[src/rtl/link_pkg.sv]
package link_pkg;
    typedef enum logic [1:0] {
        SEQ_LOAD = 2'd0,
        SEQ_SEND = 2'd1,
        SEQ_LAST = 2'd2
    } seq_state_t;
endpackage

[src/rtl/link_sequencer.sv]
module link_sequencer
    import link_pkg::*;
#(
    parameter int N  = 8,
    parameter int AW = $clog2(N)
) (
    input  logic          clk,
    input  logic          rst,
    input  logic          en,
    output logic [AW-1:0] addr,
    output logic          capture,
    output logic          at_last
);
    localparam logic [AW-1:0] ADDR_PENULT = AW'(N - 2);

    seq_state_t    state_q, state_d;
    logic [AW-1:0] cnt_q;

    // state register
    always_ff @(posedge clk) begin
        if (rst) state_q <= SEQ_LOAD;
        else     state_q <= state_d;
    end

    // address counter
    always_ff @(posedge clk) begin
        if (rst)     cnt_q <= '0;
        else if (en) cnt_q <= (state_q == SEQ_LAST) ? '0 : cnt_q + 1'b1;
    end

    // next state
    always_comb begin
        state_d = state_q;
        unique case (state_q)
            SEQ_LOAD: if (en) state_d = (N == 2) ? SEQ_LAST : SEQ_SEND;  // load_to_send
            SEQ_SEND: if (en && cnt_q == ADDR_PENULT) state_d = SEQ_LAST; // send_to_last
            SEQ_LAST: if (en) state_d = SEQ_LOAD;                         // last_to_load
            default:  state_d = SEQ_LOAD;
        endcase
    end

    // outputs
    always_comb begin
        addr    = cnt_q;
        capture = en && (state_q == SEQ_LOAD);
        at_last = (state_q == SEQ_LAST);
    end
endmodule

[src/rtl/link_tx_mux.sv]
module link_tx_mux #(
    parameter int N  = 8,
    parameter int AW = $clog2(N)
) (
    input  logic          clk,
    input  logic          rst,
    input  logic          en,
    input  logic          capture,
    input  logic [AW-1:0] addr,
    input  logic [N-1:0]  par_in,
    output logic          ser
);
    logic [N-1:0] hold_q;
    logic [N-1:0] src_word;
    logic [N-1:0] pick;

    always_ff @(posedge clk) begin
        if (rst)          hold_q <= '0;
        else if (capture) hold_q <= par_in;
    end

    // at address 0 the live word is sent, later positions come from the latch
    assign src_word = (addr == '0) ? par_in : hold_q;

    for (genvar i = 0; i < N; i++) begin : g_sel
        assign pick[i] = (addr == AW'(i)) & src_word[i];
    end

    assign ser = en & (|pick);
endmodule

[src/rtl/link_rx_demux.sv]
module link_rx_demux #(
    parameter int N  = 8,
    parameter int AW = $clog2(N)
) (
    input  logic          clk,
    input  logic          rst,
    input  logic          en,
    input  logic          at_last,
    input  logic [AW-1:0] addr,
    input  logic          ser,
    output logic [N-1:0]  wr_sel,
    output logic [N-1:0]  par_out,
    output logic          word_done
);
    for (genvar i = 0; i < N; i++) begin : g_pos
        assign wr_sel[i] = en && (addr == AW'(i));

        always_ff @(posedge clk) begin
            if (rst)            par_out[i] <= 1'b0;
            else if (wr_sel[i]) par_out[i] <= ser;
        end
    end

    always_ff @(posedge clk) begin
        if (rst) word_done <= 1'b0;
        else     word_done <= en && at_last;
    end
endmodule

[src/rtl/addr_serial_link.sv]
module addr_serial_link #(
    parameter int N  = 8,
    parameter int AW = $clog2(N)
) (
    input  logic          clk,
    input  logic          rst,
    input  logic          en,
    input  logic [N-1:0]  par_in,
    output logic          ser_line,
    output logic [AW-1:0] addr_bus,
    output logic [N-1:0]  par_out,
    output logic          word_done
);
    logic          capture;
    logic          at_last;
    logic [N-1:0]  rx_sel;

    link_sequencer #(.N(N), .AW(AW)) u_seq (
        .clk(clk), .rst(rst), .en(en),
        .addr(addr_bus), .capture(capture), .at_last(at_last)
    );

    link_tx_mux #(.N(N), .AW(AW)) u_tx (
        .clk(clk), .rst(rst), .en(en), .capture(capture),
        .addr(addr_bus), .par_in(par_in), .ser(ser_line)
    );

    link_rx_demux #(.N(N), .AW(AW)) u_rx (
        .clk(clk), .rst(rst), .en(en), .at_last(at_last),
        .addr(addr_bus), .ser(ser_line), .wr_sel(rx_sel),
        .par_out(par_out), .word_done(word_done)
    );
endmodule

[config.mk]
export PLATFORM = sky130hd
export DESIGN_NAME = addr_serial_link
export DESIGN_NICKNAME = d
export VERILOG_FILES = /design/src/rtl/link_pkg.sv /design/src/rtl/link_sequencer.sv /design/src/rtl/link_tx_mux.sv /design/src/rtl/link_rx_demux.sv /design/src/rtl/addr_serial_link.sv
export SDC_FILE = /design/constraint.sdc
export NUM_CORES = 1
export LEC_CHECK = 0
export BUFFER_PORTS_ARGS = -buffer_cell sky130_fd_sc_hd__buf_2
export CAP_MARGIN = 20
export CORE_MARGIN = 10
export CORE_UTILIZATION = 55
export DETAILED_ROUTE_END_ITERATION = 10
export PLACE_DENSITY_LB_ADDON = 0.2
export SLEW_MARGIN = 20
export SYNTH_ARGS = -nofsm -noshare
export SYNTH_HDL_FRONTEND = slang
export SYNTH_HIERARCHICAL = 1
export SYNTH_SLANG_ARGS = --single-unit
[constraint.sdc]
create_clock -name clk -period 4.8 [get_ports clk]
set_input_delay 0 -clock clk [delete_from_list [all_inputs] [get_ports clk]]
set_output_delay 0 -clock clk [all_outputs]
set_load 0.05 [all_outputs]
### Yosys cells after proc, flatten, opt, wreduce, memory -nomap -nowiden

Cells that the tools add are included.
W data, S select, Z words.

| word-level totals | value |
|---|---|
| register bits after elaboration | 22 |
| input port bits | 11 |
| output and inout bits | 13 |

| operators by class | value |
|---|---|
| add/sub/neg operators | 1 |
| equality and inequality tests | 12 |
| multiplexer cells | 6 |
| bitwise gates (word level) | 9 |
| reductions and logical operators | 14 |

Operator list:

| kind | count |
|---|---|
| $eq A3 B3 Y1 const B | 4 |
| $logic_and A1 B1 Y1 | 10 |
| $and A1 B1 Y1 | 9 |
| $mux W8 | 1 |
| $reduce_or A8 Y1 | 1 |
| $eq A3 B2 Y1 const B | 2 |
| $mux W2 | 3 |
| $ne A2 B2 Y1 const B | 3 |
| $pmux W2 S3 | 1 |
| $add A3 B1 Y3 const B | 1 |
| $eq A3 B1 Y1 const B | 1 |
| $logic_not A3 Y1 | 1 |
| $mux W3 | 1 |
| $reduce_and A3 Y1 | 1 |
| $eq A2 B1 Y1 const B | 1 |
| $eq A2 B2 Y1 const B | 1 |
| $logic_not A2 Y1 | 1 |

### Depth between registers and ports, before layout

| logic depth | value |
|---|---|
| word-level depth | 5 |
| mapped depth | 6 |
| depth with buffers taken out | 5 |

### Modules after synthesis

The synthesis kept the hierarchy.

By module, submodules not included:

| module | instances | cells each | area an instance (um^2) | seq. area each (um^2) |
|---|---|---|---|---|
| link_rx_demux | 1 | 46 | 455.4 | 180.2 |
| link_tx_mux | 1 | 30 | 316.6 | 140.1 |
| link_sequencer | 1 | 29 | 266.5 | 100.1 |

### Least setup slack after synthesis

No wires, ideal clock.

| path | value |
|---|---|
| path kind | register to register |
| from | reg u_seq.cnt_q[0] (netlist: u_seq/addr[0]) |
| to | reg u_rx.par_out[0] |
| data arrival time | 2.982 ns |
| data required time | 4.728 ns |
| path slack | 1.746 ns |
| cell stages (with the launch flop) | 7 |
| path buffers | 1 |
| period minus slack after synthesis | 3.054 ns |
| cells stage by stage | dfxtp_1 > mux4_1 > nor2_1 > a311oi_1 > nand2b_1 > clkbuf_2 > mux2i_1 |

| on the way | value |
|---|---|
| longest elaborated chain between the ends | 5 |

RTL lines:

| element | RTL line | text |
|---|---|---|
| from (decl) | link_sequencer.sv:17 | `logic [AW-1:0] cnt_q;` |
| from (signal assigned) | link_sequencer.sv:28 | `else if (en) cnt_q <= (state_q == SEQ_LAST) ? '0 : cnt_q + 1'b1;` |
| $logic_not A3 Y1 | link_tx_mux.sv:23, link_tx_mux.sv:26 |  |
| $mux W8 | link_tx_mux.sv:23 | `assign src_word = (addr == '0) ? par_in : hold_q;` |
| $and A1 B1 Y1 | link_tx_mux.sv:26 | `assign pick[i] = (addr == AW'(i)) & src_word[i];` |
| $reduce_or A8 Y1 * | link_tx_mux.sv:29 | `assign ser = en & (\|pick);` |
| $and A1 B1 Y1 * | link_tx_mux.sv:29 |  |
| named net ser_line | addr_serial_link.sv:9 | `output logic ser_line,` |
| to (signal, indexed assignment) | link_rx_demux.sv:20 | `else if (wr_sel[i]) par_out[i] <= ser;` |
| to (decl) | link_rx_demux.sv:12 | `output logic [N-1:0] par_out,` |

The timed path passes the listed nets; every way through them passes the cells marked *.
A chain may end at the register's enable or synchronous reset.

### Final worst setup path

| path | value |
|---|---|
| from | reg u_seq.cnt_q[0] (netlist: u_seq/addr[0]) |
| to | out ser_line |

| on the way | value |
|---|---|
| longest elaborated chain between the ends | 5 |

RTL lines:

| element | RTL line |
|---|---|
| $logic_not A3 Y1 | link_tx_mux.sv:23, link_tx_mux.sv:26 |
| $mux W8 | link_tx_mux.sv:23 |
| $and A1 B1 Y1 | link_tx_mux.sv:26 |
| $reduce_or A8 Y1 * | link_tx_mux.sv:29 |
| $and A1 B1 Y1 * | link_tx_mux.sv:29 |
| to (decl) | addr_serial_link.sv:9 |

Mark *: on every way between the ends. The rest lies on a longest branch, timed or not.

==> key figures <==
Setup path
  • Kind of critical path: flip-flop to primary output
  • CP startpoint kind: flip-flop
  • Worst reg2reg setup slack: 2820 ps
  • Critical Path RT: 4800 ps
  • Critical Path End: ser_line
  • Critical path launch point: u_seq/addr[0]
  • Reg2Reg Depth: 5
  • Highest-delay cell along the critical path: dfxtp_1
  • Crit path cell chain: mux4_1 -> nor2_1 -> a311oi_1 -> buf_2
  • Setup crit end kind: primary output
  • Critical R2R Capture: u_rx/par_out[0]
  • CP max FO: 15
  • R2r startpoint: u_seq/addr[0]
  • Arrival time worst endpoint: 2040 ps
  • Worst path max stage delay: 690 ps

Timing
  • Slew @ Worst Pin: 691 ps
  • Final WS setup: 2760 ps
  • Final Hold Viols: 0
  • Tcrit/Tclk final: 42.5%
  • RSZ-0062 raised after global routing: no
  • # setup viols final: 0
  • Final Skew: 2.79 ps
  • Fmax: 490 MHz
  • Post-layout min period: 2040 ps
  • Final Max Tran Viols: 0
  • Max-slew headroom: 53.8%
  • Hold WS: 85.0 ps
  • Setup TNS: 0 ps

Power
  • Maximum vdd drop: 200 uV
  • Pwr per Cell Area: 264 mW/mm^2
  • Pleak: 0.562 nW

Routing
  • Final WL: 2020 um
  • Via count: 789
  • Number of nets still failing antenna checks after routing: 0
  • Drt pass-1 iters: 4
  • Mean routed wirelength per cell: 13.4 um
  • Drt via density: 5.23
  • DRC: 0
  • Iter 0 DRT Violations: 7

Final layout
  • Util after Layout: 69.9%
  • P&R area growth vs syn: 20.5%
  • Nets: 140
  • Most frequent cells in the layout: buf_2 (23), dfxtp_1 (21), mux2i_1 (17)
  • Layout cells sized above 1: 23.8%
  • Ant. Diodes: 0
  • Layout Cells excl Fill: 151
  • # fillers: 147
  • Commonest non-fill, non-tap cell in the layout: buf_2

Floorplanning
  • Initial Util: 58.0%
  • Die ar.: 0.00396 sq mm
  • Rows: 15
  • Die Y: 62.9 um
  • Boundary Pins: 24
  • Die width: 62.9 um
  • Core footprint: 0.00175 sq mm

Clock tree
  • H-tree levels: 1
  • Clk_lat worst skew: 290 ps
  • Num CTS Buffers: 3
  • CTS clk-pin slew, worst paths: 110 ps
  • Setup bufs post-CTS: 0
  • CTS tree: done
  • CTS Sinks: 21
  • CTS root buf: clkbuf_4
  • Clock buffer depth: 2

GRT
  • First-pass GRT wire length: 3460 um
  • Gr usage total: 10.2%
  • Grt total ovfl: 0
  • Number of global-route vias before repair: 802
  • Largest net degree at the start of global routing: 23
  • Initial antenna violation count: 0

Flow run
  • Max cap viols: 0

Place
  • Dpl hpwl: 1370 um
  • Port bufs: 23
  • Worst slack at placement: 2850 ps
  • # placed instances: 140
  • GP Congestion: 0.769

Logic synthesis
  • Mean Syn Cell Area: 10.3 sq um
  • Synth Cell Area: 0.00101 sq mm
  • Synth Instances: 98
  • Yosys warnings: 6
  • Synthesized Nets: 111

Outcome
  • Status: finished clean

Min path
  • Hold crit path type: input port to flip-flop
-- worst min path at each step --
stage                                 to  slack (ps)       from  depth (start not counted)
final                     u_rx/word_done          80        rst                          2
after global routing      u_rx/word_done          90         en                          3
after CTS                 u_rx/word_done          80         en                          3
after detailed placement  u_tx/hold_q[5]         240  par_in[5]                          3
after global placement    u_tx/hold_q[2]         240  par_in[2]                          3
after floorplan            u_seq/addr[0]          70        rst                          1
-- metal layers --
layer / up-vias / GRT usage [%] / share of wire, %
met4: 0 / 2.51 / 0.64
li1: 401 / - / -
met2: 20 / 16.5 / 47
met3: 2 / 4.84 / 7.0
met1: 366 / 11.8 / 45
met5: - / 0 / 0
-- critical path: cells and delay by family, from the launching register on --
family                 cells  cell delay [ps]
AOI/OAI and AO/OA          1               70
buffers and inverters      1              260
muxes                      1              620
and+or+nand+nor            1              120
DFF                        1              690
-- power breakdown --
group / total, mW / internal (mW) / switching (mW) / leakage, nW
Combinational: 0.0520 / 0.0245 / 0.0276 / 0.376
Clock: 0.0816 / 0.0323 / 0.0493 / 0.0150
Sequential: 0.189 / 0.181 / 0.00817 / 0.171
-- layout make-up --
type | count | area (sq um) | area share, %
Tap cell | 25 | 31.3 | 2.56
Inverter | 3 | 11.3 | 0.923
Sequential cell | 21 | 420 | 34.5
Timing Repair Buffer | 30 | 185 | 15.2
Clock buffer | 4 | 26.3 | 2.15
Multi-Input combinational cell | 68 | 546 | 44.7
-- registers in the layout, indices dropped and copies added, names as in the netlist --
name and cells:
u_tx/hold_q 7, u_seq/state_q 2, u_seq/addr 3, u_rx/par_out 8, u_rx/word_done 1
-- stage by stage --
| step | area [sq um] | power, mW |
|---|---|---|
| floorplan | 1010 | 0.229 |
| global placement | 1120 | 0.239 |
| detailed placement | 1120 | 0.240 |
| CTS | 1220 | 0.326 |
| global route | 1220 | 0.341 |
| finish | 1220 | 0.322 |
-- what timing repair did --
item,4_1_cts,5_1_grt
gates resized for setup,0,0
hold endpoints to repair,7,0
hold buffers,7,0
Power figures use the tool's default switching activity.
